==> config.mk <==
export PLATFORM = sky130hd
export DESIGN_NAME = sdcmd_seq
export DESIGN_NICKNAME = d
export VERILOG_FILES = /design/src/rtl/sdcmd_pkg.sv /design/src/rtl/sdcmd_fsm.sv /design/src/rtl/sdcmd_respfifo.sv /design/src/rtl/sdcmd_regs.sv /design/src/rtl/sdcmd_seq.sv
export SDC_FILE = /design/constraint.sdc
export NUM_CORES = 1
export LEC_CHECK = 0
export ABC_AREA = 0
export BUFFER_PORTS_ARGS = -buffer_cell sky130_fd_sc_hd__buf_2
export CORE_MARGIN = 2
export CORE_UTILIZATION = 60
export CTS_BUF_LIST = sky130_fd_sc_hd__clkbuf_8
export DETAILED_ROUTE_END_ITERATION = 10
export GPL_TIMING_DRIVEN = 0
export PLACE_DENSITY = 0.81
export SYNTH_ARGS = -nofsm -noshare
export SYNTH_HDL_FRONTEND = slang
export SYNTH_SLANG_ARGS = --single-unit
==> constraint.sdc <==
create_clock -name clk -period 6 [get_ports clk]
set_input_delay 0.6 -clock clk [delete_from_list [all_inputs] [get_ports clk]]
set_output_delay 0.6 -clock clk [all_outputs]
set_load 0.005 [all_outputs]
==> src/rtl/sdcmd_pkg.sv <==
package sdcmd_pkg;
  localparam int DATA_W = 32;
  localparam int ENT_W  = 16;
  localparam int ADDR_W = 4;

  localparam logic [ADDR_W-1:0] ADR_CLK  = 4'd0;
  localparam logic [ADDR_W-1:0] ADR_STAT = 4'd1;
  localparam logic [ADDR_W-1:0] ADR_CTRL = 4'd2;
  localparam logic [ADDR_W-1:0] ADR_IDX  = 4'd3;
  localparam logic [ADDR_W-1:0] ADR_ARGH = 4'd4;
  localparam logic [ADDR_W-1:0] ADR_ARGL = 4'd5;
  localparam logic [ADDR_W-1:0] ADR_BLEN = 4'd6;
  localparam logic [ADDR_W-1:0] ADR_BCNT = 4'd7;
  localparam logic [ADDR_W-1:0] ADR_RESP = 4'd8;
  localparam logic [ADDR_W-1:0] ADR_IRQ  = 4'd9;

  localparam int ST_TOUT   = 1;
  localparam int ST_CLK    = 8;
  localparam int ST_RSPDN  = 13;
  localparam int CT_DATA   = 2;
  localparam int CT_STOP   = 10;
  localparam int IRQ_ENDC  = 2;
  localparam int CK_STOP   = 0;
  localparam int CK_START  = 1;
  localparam logic [DATA_W-1:0] CTRL_KEEP = 32'h0000_3DFF;

  typedef enum logic [1:0] {
    SQ_IDLE = 2'd0,
    SQ_SEND = 2'd1,
    SQ_WAIT = 2'd2
  } seq_state_e;
endpackage

==> src/rtl/sdcmd_fsm.sv <==
module sdcmd_fsm
  import sdcmd_pkg::*;
#(
  parameter int IDX_W       = 6,
  parameter int ARG_W       = 32,
  parameter int CNT_W       = 5,
  parameter int SHORT_BYTES = 4,
  parameter int LONG_BYTES  = 16
) (
  input  logic             clk,
  input  logic             rst_n,
  input  logic             pending,
  input  logic             clk_on,
  input  logic             stop_bit,
  input  logic [1:0]       rsp_type,
  input  logic [IDX_W-1:0] idx_in,
  input  logic [ARG_W-1:0] arg_in,
  output logic             cmd_valid,
  input  logic             cmd_ready,
  output logic [IDX_W-1:0] cmd_index,
  output logic [ARG_W-1:0] cmd_arg,
  input  logic             rsp_valid,
  output logic             rsp_ready,
  input  logic [CNT_W-1:0] rsp_len,
  output logic             launch,
  output logic             done,
  output logic             timed_out
);
  localparam logic [CNT_W-1:0] NEED_SHORT = CNT_W'(SHORT_BYTES);
  localparam logic [CNT_W-1:0] NEED_LONG  = CNT_W'(LONG_BYTES);

  seq_state_e       st_q;
  logic [1:0]       type_q;
  logic [CNT_W-1:0] need;

  assign launch    = (st_q == SQ_IDLE) && pending && clk_on && !stop_bit;
  assign cmd_valid = (st_q == SQ_SEND);
  assign rsp_ready = (st_q == SQ_WAIT);
  assign done      = rsp_ready && rsp_valid;

  always_comb begin
    case (type_q)
      2'd0:    need = '0;
      2'd2:    need = NEED_LONG;
      default: need = NEED_SHORT;
    endcase
  end

  assign timed_out = done && (rsp_len < need);

  always_ff @(posedge clk) begin
    if (!rst_n) begin
      st_q      <= SQ_IDLE;
      type_q    <= 2'd0;
      cmd_index <= '0;
      cmd_arg   <= '0;
    end else begin
      case (st_q)
        SQ_IDLE: if (launch) begin
          st_q      <= SQ_SEND;
          type_q    <= rsp_type;
          cmd_index <= idx_in;
          cmd_arg   <= arg_in;
        end
        SQ_SEND: if (cmd_ready) st_q <= SQ_WAIT;
        SQ_WAIT: if (rsp_valid) st_q <= SQ_IDLE;
        default: st_q <= SQ_IDLE;
      endcase
    end
  end

  assert_cmd_hold_R6: assert property (@(posedge clk) disable iff (!rst_n)
    (cmd_valid && !cmd_ready) |=> (cmd_valid && $stable(cmd_index) && $stable(cmd_arg)));

  assert_no_overlap_R6: assert property (@(posedge clk) disable iff (!rst_n)
    !(cmd_valid && rsp_ready));

  assert_single_rsp_R6: assert property (@(posedge clk) disable iff (!rst_n)
    done |=> !rsp_ready);
endmodule

==> src/rtl/sdcmd_respfifo.sv <==
module sdcmd_respfifo
  import sdcmd_pkg::*;
#(
  parameter int ENTRIES = 9,
  parameter int BYTES   = 16,
  parameter int CNT_W   = 5
) (
  input  logic               clk,
  input  logic               rst_n,
  input  logic               clear,
  input  logic               load,
  input  logic               pop,
  input  logic [CNT_W-1:0]   rsp_len,
  input  logic [8*BYTES-1:0] rsp_data,
  output logic [ENT_W-1:0]   head
);
  localparam int PTR_W = $clog2(ENTRIES + 1);
  localparam logic [PTR_W-1:0] LAST = PTR_W'(ENTRIES);

  logic [ENTRIES-1:0][ENT_W-1:0] packed_w;
  logic [ENTRIES-1:0][ENT_W-1:0] ent_q;
  logic [PTR_W-1:0]              rptr_q;

  for (genvar g = 0; g < ENTRIES; g++) begin : g_pack
    localparam int LO = 2 * g;
    localparam int HI = 2 * g + 1;
    if (LO < BYTES) begin : g_lo
      assign packed_w[g][7:0] = (rsp_len > CNT_W'(LO)) ? rsp_data[8*LO +: 8] : 8'h00;
    end else begin : g_lo_none
      assign packed_w[g][7:0] = 8'h00;
    end
    if (HI < BYTES) begin : g_hi
      assign packed_w[g][15:8] = (rsp_len > CNT_W'(HI)) ? rsp_data[8*HI +: 8] : 8'h00;
    end else begin : g_hi_none
      assign packed_w[g][15:8] = 8'h00;
    end
  end

  always_ff @(posedge clk) begin
    if (!rst_n) begin
      ent_q <= '0;
    end else if (clear) begin
      ent_q <= '0;
    end else if (load) begin
      ent_q <= packed_w;
    end
  end

  always_ff @(posedge clk) begin
    if (!rst_n) begin
      rptr_q <= '0;
    end else if (load) begin
      rptr_q <= '0;
    end else if (pop && rptr_q < LAST) begin
      rptr_q <= rptr_q + 1'b1;
    end
  end

  assign head = (rptr_q < LAST) ? ent_q[rptr_q] : '0;

  assert_rptr_bound_R11: assert property (@(posedge clk) disable iff (!rst_n)
    rptr_q <= LAST);

  assert_clear_empty_R10: assert property (@(posedge clk) disable iff (!rst_n)
    clear |=> (ent_q == '0));
endmodule

==> src/rtl/sdcmd_regs.sv <==
module sdcmd_regs
  import sdcmd_pkg::*;
#(
  parameter int IDX_W  = 6,
  parameter int ARG_W  = 32,
  parameter int BLEN_W = 12,
  parameter int BCNT_W = 16
) (
  input  logic                     clk,
  input  logic                     rst_n,
  input  logic                     reg_wr,
  input  logic                     reg_rd,
  input  logic [ADDR_W-1:0]        reg_addr,
  input  logic [DATA_W-1:0]        reg_wdata,
  output logic [DATA_W-1:0]        reg_rdata,
  input  logic                     launch,
  input  logic                     done,
  input  logic                     timed_out,
  input  logic [ENT_W-1:0]         resp_head,
  output logic                     resp_pop,
  output logic                     pending,
  output logic                     clk_on,
  output logic                     stop_bit,
  output logic [1:0]               rsp_type,
  output logic [IDX_W-1:0]         idx,
  output logic [ARG_W-1:0]         arg,
  output logic                     data_active,
  output logic [BLEN_W+BCNT_W-1:0] data_remain
);
  localparam int HALF  = ARG_W / 2;
  localparam int REM_W = BLEN_W + BCNT_W;

  logic [DATA_W-1:0] ctrl_q;
  logic [BLEN_W-1:0] blen_q;
  logic [BCNT_W-1:0] bcnt_q;
  logic              st_tout_q;
  logic              st_rspdn_q;
  logic              irq_q;
  logic [DATA_W-1:0] rd_mux;
  logic [DATA_W-1:0] stat_w;
  logic [DATA_W-1:0] irq_w;
  logic [REM_W-1:0]  product;

  assign stop_bit = ctrl_q[CT_STOP];
  assign rsp_type = ctrl_q[1:0];
  assign resp_pop = reg_rd && (reg_addr == ADR_RESP);
  assign product  = REM_W'(bcnt_q) * REM_W'(blen_q);

  always_comb begin
    stat_w            = '0;
    stat_w[ST_TOUT]   = st_tout_q;
    stat_w[ST_CLK]    = clk_on;
    stat_w[ST_RSPDN]  = st_rspdn_q;
    irq_w             = '0;
    irq_w[IRQ_ENDC]   = irq_q;
  end

  always_comb begin
    case (reg_addr)
      ADR_STAT: rd_mux = stat_w;
      ADR_CTRL: rd_mux = ctrl_q;
      ADR_IDX:  rd_mux = DATA_W'({1'b1, idx});
      ADR_ARGH: rd_mux = DATA_W'(arg[ARG_W-1:HALF]);
      ADR_ARGL: rd_mux = DATA_W'(arg[HALF-1:0]);
      ADR_BLEN: rd_mux = DATA_W'(blen_q);
      ADR_BCNT: rd_mux = DATA_W'(bcnt_q);
      ADR_RESP: rd_mux = DATA_W'(resp_head);
      ADR_IRQ:  rd_mux = irq_w;
      default:  rd_mux = '0;
    endcase
  end

  always_ff @(posedge clk) begin
    if (!rst_n) begin
      ctrl_q      <= '0;
      blen_q      <= '0;
      bcnt_q      <= '0;
      idx         <= '0;
      arg         <= '0;
      pending     <= 1'b0;
      clk_on      <= 1'b0;
      st_tout_q   <= 1'b0;
      st_rspdn_q  <= 1'b0;
      irq_q       <= 1'b0;
      data_active <= 1'b0;
      data_remain <= '0;
      reg_rdata   <= '0;
    end else begin
      if (launch) begin
        pending     <= 1'b0;
        st_tout_q   <= 1'b0;
        st_rspdn_q  <= 1'b0;
        irq_q       <= 1'b0;
        data_active <= 1'b0;
      end
      if (done) begin
        irq_q <= 1'b1;
        if (timed_out) begin
          st_tout_q   <= 1'b1;
          data_active <= 1'b0;
        end else begin
          st_rspdn_q <= 1'b1;
          if (ctrl_q[CT_DATA]) begin
            data_active <= 1'b1;
            data_remain <= product;
          end else begin
            data_active <= 1'b0;
          end
        end
      end
      if (reg_wr) begin
        case (reg_addr)
          ADR_CLK: begin
            if (reg_wdata[CK_START]) clk_on <= 1'b1;
            if (reg_wdata[CK_STOP]) begin
              clk_on      <= 1'b0;
              data_active <= 1'b0;
            end
          end
          ADR_CTRL: begin
            ctrl_q  <= reg_wdata & CTRL_KEEP;
            pending <= 1'b1;
          end
          ADR_IDX:  idx <= reg_wdata[IDX_W-1:0];
          ADR_ARGH: arg[ARG_W-1:HALF] <= reg_wdata[HALF-1:0];
          ADR_ARGL: arg[HALF-1:0] <= reg_wdata[HALF-1:0];
          ADR_BLEN: blen_q <= reg_wdata[BLEN_W-1:0];
          ADR_BCNT: bcnt_q <= reg_wdata[BCNT_W-1:0];
          default: ;
        endcase
      end
      if (reg_rd) reg_rdata <= rd_mux;
    end
  end

  assert_endcmd_irq_R9: assert property (@(posedge clk) disable iff (!rst_n)
    done |=> irq_q);

  assert_status_excl_R7: assert property (@(posedge clk) disable iff (!rst_n)
    !(st_tout_q && st_rspdn_q));

  assert_pending_clear_R4: assert property (@(posedge clk) disable iff (!rst_n)
    (launch && !(reg_wr && reg_addr == ADR_CTRL)) |=> !pending);

  assert_idx_marker_R2: assert property (@(posedge clk) disable iff (!rst_n)
    (reg_rd && reg_addr == ADR_IDX) |=> (reg_rdata[IDX_W] && reg_rdata[DATA_W-1:IDX_W+1] == '0));

  assert_launch_gate_R5: assert property (@(posedge clk) disable iff (!rst_n)
    launch |-> (clk_on && !ctrl_q[CT_STOP]));
endmodule

==> src/rtl/sdcmd_seq.sv <==
module sdcmd_seq
  import sdcmd_pkg::*;
#(
  parameter int IDX_W        = 6,
  parameter int ARG_W        = 32,
  parameter int BLEN_W       = 12,
  parameter int BCNT_W       = 16,
  parameter int RESP_ENTRIES = 9,
  parameter int RESP_BYTES   = 16,
  parameter int SHORT_BYTES  = 4,
  parameter int CNT_W        = $clog2(RESP_BYTES + 1),
  parameter int REM_W        = BLEN_W + BCNT_W
) (
  input  logic                    clk,
  input  logic                    rst_n,
  input  logic                    reg_wr,
  input  logic                    reg_rd,
  input  logic [3:0]              reg_addr,
  input  logic [31:0]             reg_wdata,
  output logic [31:0]             reg_rdata,
  output logic                    cmd_valid,
  input  logic                    cmd_ready,
  output logic [IDX_W-1:0]        cmd_index,
  output logic [ARG_W-1:0]        cmd_arg,
  input  logic                    rsp_valid,
  output logic                    rsp_ready,
  input  logic [CNT_W-1:0]        rsp_len,
  input  logic [8*RESP_BYTES-1:0] rsp_data,
  output logic                    data_active,
  output logic [REM_W-1:0]        data_remain
);
  logic             pending, clk_on, stop_bit;
  logic [1:0]       rsp_type;
  logic [IDX_W-1:0] idx;
  logic [ARG_W-1:0] arg;
  logic             launch, done, timed_out;
  logic             resp_pop;
  logic [ENT_W-1:0] resp_head;

  sdcmd_regs #(
    .IDX_W(IDX_W), .ARG_W(ARG_W), .BLEN_W(BLEN_W), .BCNT_W(BCNT_W)
  ) u_regs (
    .clk(clk), .rst_n(rst_n),
    .reg_wr(reg_wr), .reg_rd(reg_rd), .reg_addr(reg_addr),
    .reg_wdata(reg_wdata), .reg_rdata(reg_rdata),
    .launch(launch), .done(done), .timed_out(timed_out),
    .resp_head(resp_head), .resp_pop(resp_pop),
    .pending(pending), .clk_on(clk_on), .stop_bit(stop_bit),
    .rsp_type(rsp_type), .idx(idx), .arg(arg),
    .data_active(data_active), .data_remain(data_remain)
  );

  sdcmd_fsm #(
    .IDX_W(IDX_W), .ARG_W(ARG_W), .CNT_W(CNT_W),
    .SHORT_BYTES(SHORT_BYTES), .LONG_BYTES(RESP_BYTES)
  ) u_fsm (
    .clk(clk), .rst_n(rst_n),
    .pending(pending), .clk_on(clk_on), .stop_bit(stop_bit),
    .rsp_type(rsp_type), .idx_in(idx), .arg_in(arg),
    .cmd_valid(cmd_valid), .cmd_ready(cmd_ready),
    .cmd_index(cmd_index), .cmd_arg(cmd_arg),
    .rsp_valid(rsp_valid), .rsp_ready(rsp_ready), .rsp_len(rsp_len),
    .launch(launch), .done(done), .timed_out(timed_out)
  );

  sdcmd_respfifo #(
    .ENTRIES(RESP_ENTRIES), .BYTES(RESP_BYTES), .CNT_W(CNT_W)
  ) u_fifo (
    .clk(clk), .rst_n(rst_n),
    .clear(launch), .load(done && !timed_out), .pop(resp_pop),
    .rsp_len(rsp_len), .rsp_data(rsp_data), .head(resp_head)
  );
endmodule

Yosys cells after proc, flatten, opt, wreduce, memory -nomap -nowiden
Index checks and enable logic that the tools add are counted.
{"block": "classes", "add_sub_neg": 1, "mul": 1, "magnitude_cmp": 19, "n_eq_ne": 15, "muxes": 45, "bitwise_logic": 2, "reduce_logical": 27}
{"cell": "one-hot mux 16 bit (9 select lines)", "n": 1}
{"cell": "2-to-1 mux 8 bit", "n": 16}
{"cell": "binary-select mux 16 bit (select 4 bit)", "n": 1}
{"cell": "greater-than comparator 5 x 4 -> 1 bit, second input constant", "n": 8}
{"cell": "2-to-1 mux 16 bit", "n": 2}
{"cell": "multiplier 16 x 12 -> 28 bit", "n": 1}
{"cell": "greater-than comparator 5 x 3 -> 1 bit, second input constant", "n": 4}
{"cell": "2-to-1 mux 1 bit", "n": 20}
{"cell": "equality test 4 x 3 -> 1 bit, second input constant", "n": 4}
{"cell": "AND reduction 2 bit", "n": 7}
{"cell": "greater-than comparator 5 x 1 -> 1 bit, second input constant", "n": 2}
{"cell": "greater-than comparator 5 x 2 -> 1 bit, second input constant", "n": 2}
{"cell": "one-hot mux 5 bit (2 select lines)", "n": 1}
{"cell": "AND reduction 3 bit", "n": 3}
{"cell": "equality test 4 x 2 -> 1 bit, second input constant", "n": 2}
{"cell": "equality test 4 bit, second input constant", "n": 2}
{"cell": "logical AND 1 bit", "n": 8}
{"cell": "2-to-1 mux 2 bit", "n": 3}
{"cell": "one-hot mux 2 bit (3 select lines)", "n": 1}
{"cell": "< comparator 4 x 5 -> 1 bit, second input constant", "n": 1}
{"cell": "< comparator 5 bit", "n": 1}
{"cell": "adder 4 x 1 -> 4 bit, second input constant", "n": 1}
{"cell": "equality test 2 bit, second input constant", "n": 2}
{"cell": "equality test 4 x 1 -> 1 bit, second input constant", "n": 1}
{"cell": "10 further kinds", "n": 16}
{"block": "totals", "reg_bits": 319, "inputBits": 175, "elab_cells": 137}

Depth between registers and ports, before layout
{"block": "logic_depth", "ltp_word": 9, "depth_mapped": 21, "mapped_depth_nobuf": 19}

Modules after synthesis
From an unflattened synthesis, not the netlist that was laid out.
{"block": "hier_totals", "cells_unflattened": 2300, "area_unflattened_um2": 19661.4}
{"module": "sdcmd_regs", "n_inst": 1, "cells_per_inst": 1441, "area_each_um2": 11802.6}
{"module": "sdcmd_respfifo", "n_inst": 1, "cells_per_inst": 667, "area_each_um2": 6110.9}
{"module": "sdcmd_fsm", "n_inst": 1, "cells_per_inst": 191, "area_each_um2": 1734.2}
{"module": "sdcmd_seq", "n_inst": 1, "cells_per_inst": 1, "area_each_um2": 13.8}

Worst setup path after synthesis
OpenSTA, ideal clock, no wires.
{"block": "synth_path", "kind": "reg-to-reg", "from": "reg u_regs.blen_q[3]", "to": "reg u_regs.data_remain[24]", "arrival_ns": 5.270, "required_time_ns": 5.881, "slack_ns": 0.611, "path_stages_with_launch": 20, "n_path_buf": 2, "synth_period_minus_slack_ns": 5.389, "cell_sequence": "dfxtp_1 -> clkbuf_1 -> clkbuf_1 -> nand2_1 -> fa_1 -> inv_1 -> fa_1 -> fa_1 -> fa_1 -> inv_1 -> fa_1 -> inv_1 -> ha_1 -> a21oi_1 -> or2b_1 -> o31a_1 -> a211o_1 -> a221oi_2 -> xor2_1 -> o21ai_1"}
{"block": "synth_via", "elab_chain_len": 1}
{"element": "start, declared", "line_no": "sdcmd_regs.sv:34", "source": "logic [BLEN_W-1:0] blen_q;"}
{"element": "start signal, assigned", "line_no": "sdcmd_regs.sv:127", "source": "ADR_BLEN: blen_q <= reg_wdata[BLEN_W-1:0];"}
{"element": "multiplier 16 x 12 -> 28 bit", "line_no": "sdcmd_regs.sv:47", "source": "assign product = REM_W'(bcnt_q) * REM_W'(blen_q);"}
{"element": "end signal, assigned", "line_no": "sdcmd_regs.sv:105", "source": "data_remain <= product;"}
{"element": "end, declared", "line_no": "sdcmd_regs.sv:28", "source": "output logic [BLEN_W+BCNT_W-1:0] data_remain"}
No other way between the ends.
A chain may end at the register's enable or synchronous reset.

Worst setup path in the final report
{"block": "layout_path", "from": "reg u_regs.bcnt_q[6]", "to": "reg u_regs.data_remain[24]"}
{"block": "layout_via", "elab_chain_len": 1}
{"element": "start, declared", "line_no": "sdcmd_regs.sv:35", "source": "logic [BCNT_W-1:0] bcnt_q;"}
{"element": "start signal, assigned", "line_no": "sdcmd_regs.sv:128", "source": "ADR_BCNT: bcnt_q <= reg_wdata[BCNT_W-1:0];"}
{"element": "multiplier 16 x 12 -> 28 bit", "line_no": "sdcmd_regs.sv:47"}
No other way between the ends.

==> results.toml <==
[worst_setup_path]
crit_type = "register to register"
crit_path_end_kind = "register"
cp_data_arrival_time_ps = 6370
crit_path_top_delay_cell = "fa_1"
r2r_slack_ps = 110
crit_path_max_incr_delay_ps = 600
reg2reg_depth = 18
crit_top_cell = "fa_1"
r2r-start = "u_regs.bcnt_q[6]$_SDFFE_PN0P_"
cp_max_fo = 10
worstPathCellList = "buf_2 -> nand2_1 -> fa_1 -> fa_1 -> inv_1 -> fa_1 -> fa_1 -> inv_1 -> fa_1 -> inv_1 -> ha_1 -> a21oi_2 -> or2b_1 -> o31a_1 -> a211o_1 -> a221oi_2 -> xor2_1 -> o21ai_1"
crit_family = "adder cells"
startpoint_type = "register"
worst-path-buf-inv = 4
crit_required_ps = 6470
r2r_end = "u_regs.data_remain[24]$_SDFFE_PN0P_"

[clock_tree]
cts_max_level = 2
cts_tree = "yes"
cts-root-buf = "clkbuf_8"
clk-insertion-delay-late_ps = 590
clk_pin_slew_ps = 60
clock_path_buffers = 3
clock_sinks = 303
cts_buffers = 49

[finish]
nets = 2949
drive_gt1_frac = 0.171
multi_input_area_um2 = 11700
post-route-util = 0.698
area_delta_synth_final_pct = 14.6
fillers = 2555
register_area_um2 = 6090

[timing]
worst_slack_ps = 108
finalCritPeriodShare = 0.982
slew_viol_final = 0
slew-limit-headroom = 0.433
fmax_ghz = 0.170
skew_ps = 33.7
worst_pin_slew_ps = 847
setup_viol = 0
finalHoldViolations = 0
min_period_ps = 5890

[floorplan]
start_util = 0.609
core_area_um2 = 31500
dieWidth_um = 183
die_area_um2 = 33400
rows = 65
pin_count = 276
die_y_um = 183

[yosys]
syn-instance-count = 2260
synth_area_per_cell_um2 = 8.48
yosysMostFrequentCell = "nand2_1"
synth.distinct_cells = 67
synth_top_cell_by_area = "dfxtp_1"
yosysSeqAreaShare = 0.316
synth_area_leaders = "dfxtp_1 32%, fa_1 15%, nand2_1 10%, a21boi_0 5.1%, ha_1 4.5%"
ys_seq_elements = 303
async_reset_ff_frac = 0
syn_area_um2 = 19200
synth_warnings = 0
synth_flop_cell = "dfxtp_1"
synthTopCellsByCount = "516 x nand2_1, 303 x dfxtp_1, 193 x inv_1"
synth_top_area_frac = 0.316
synth_edf_count = 0

[worst_hold_path]
hp-start = "rsp_data[113]"
hold_depth = 3
min_delay_worst_endpoint = "u_fifo.ent_q[113]$_SDFFE_PP0P_"
hold_path_class = "primary input to register"

[power_and_ir_drop]
power.density_nw_per_um2 = 184
peakVddDrop_mv = 0.155
p_leak_nw = 9.34
power_mw = 4.05

[run]
cap_violations = 0

[routing]
num_vias = 17600
drc = 0
drt_iter0_drc = 1491
postRouteAntennaNets = 0
drtPass1Iterations = 6
drt-total-wl_um = 62000
viasPerCell = 5.87
avgRoutedWirePerCell_um = 20.7

[global_routing]
grt_overflow_total = 0
grt_max_degree = 14
grt.total_usage = 0.373
grt_pass1_vias = 17600
antenna_found_initial = 2
grt_pass1_wl_um = 96200

[placed_design]
place_hpwl_um = 49000
port_buffers = 241
gp_congestion = 0.998
pre_cts_ws_ps = -360

[status]
outcome = "complete, no violations"
-- routing by layer --
layer	GRT usage	wire length [um]
met5	0	9
met4	0.164	2990
met3	0.0947	6700
met2	0.613	28900
met1	0.469	23400
-- flip-flops by register name (all words and copies together), names as in the netlist, 4 cells and up --
signal	flops
u_fifo.ent_q	128
u_fifo.rptr_q	4
u_fsm.cmd_arg	32
u_fsm.cmd_index	6
u_regs.arg	32
u_regs.bcnt_q	16
u_regs.blen_q	12
u_regs.ctrl_q	13
u_regs.data_remain	28
u_regs.idx	6
u_regs.reg_rdata	16
-- cell usage in the layout, fill, tap and decap left out, types with 79 or more instances in the layout --
cell,synthesis,final
fa_1,140,140
nand2_1,516,516
a21oi_1,146,145
buf_2,30,276
inv_1,193,210
a21boi_0,129,129
nand3_1,128,128
clkbuf_1,121,95
and2_1,79,79
dfxtp_1,303,289
-- worst max path at each step --
| stage | startpoint | end | slack [ps] | depth (start not counted) |
|---|---|---|---|---|
| floorplan | u_regs.blen_q[3]$_SDFFE_PN0P_ | u_regs.data_remain[24]$_SDFFE_PN0P_ | 610 | 19 |
| global placement | u_regs.blen_q[3]$_SDFFE_PN0P_ | u_regs.data_remain[24]$_SDFFE_PN0P_ | -350 | 19 |
| detailed placement | u_regs.blen_q[3]$_SDFFE_PN0P_ | u_regs.data_remain[27]$_SDFFE_PN0P_ | -360 | 19 |
| CTS | u_regs.bcnt_q[8]$_SDFFE_PN0P_ | u_regs.data_remain[24]$_SDFFE_PN0P_ | 20 | 18 |
| global route | u_regs.blen_q[1]$_SDFFE_PN0P_ | u_regs.data_remain[23]$_SDFFE_PN0P_ | -10 | 19 |
| finish | u_regs.bcnt_q[6]$_SDFFE_PN0P_ | u_regs.data_remain[24]$_SDFFE_PN0P_ | 110 | 18 |
-- through the flow --
step	instances	instance area (um2)	hold WS (ps)	TNS, ps
4_1_cts	2999	21900	244	0
6_report	3001	22000	262	0
3_3_place_gp	2918	20900	435	-2670
5_1_grt	3001	22000	263	-9.80
3_5_place_dp	2918	20900	444	-2530
2_1_floorplan	2275	19200	429	0
-- report_power, final --
group          total [mW]  internal (mW)  switching [mW]  leakage [nW]
Sequential           2.03           2.02          0.0114          2.45
Clock                1.78          0.944           0.834         0.559
Combinational       0.245         0.0880           0.157          6.33
-- cell families after synthesis --
logic type,Yosys count,synth area share
buffers and inverters,364,0.0765
other,1,0.000196
AO/OA/AOI/OAI,413,0.140
multiplexers,74,0.0624
XOR/XNOR,21,0.00959
AND/OR/NAND/NOR,875,0.204
adder cells (fa/ha/maj),209,0.191
flip-flops,303,0.316
-- final cells by class --
class,count,area share
Antenna cell,1,0.000114
Buffer,168,0.0354
Clock buffer,60,0.0376
Clock inverter,24,0.00643
Inverter,193,0.0330
Multi-Input combinational cell,1608,0.532
Sequential cell,303,0.277
Tap cell,402,0.0229
Timing Repair Buffer,242,0.0552
-- worst register-to-register path: stages, from the launching register on --
cell and delay (ps):
dfxtp_1 450, buf_2 300, nand2_1 120, fa_1 540
fa_1 530, inv_1 50, fa_1 480, fa_1 550
inv_1 60, fa_1 600, inv_1 60, ha_1 370
a21oi_2 200, or2b_1 240, o31a_1 320, a211o_1 330
a221oi_2 290, xor2_1 210, o21ai_1 70
-- what timing repair did --
item,4_1_cts,5_1_grt
hold endpoints to repair,0,0
pin swaps,0,1
setup buffers,0,1
setup endpoints to repair,13,12
gates resized for setup,20,48
hold buffers,0,0
Power figures use the tool's default switching activity.
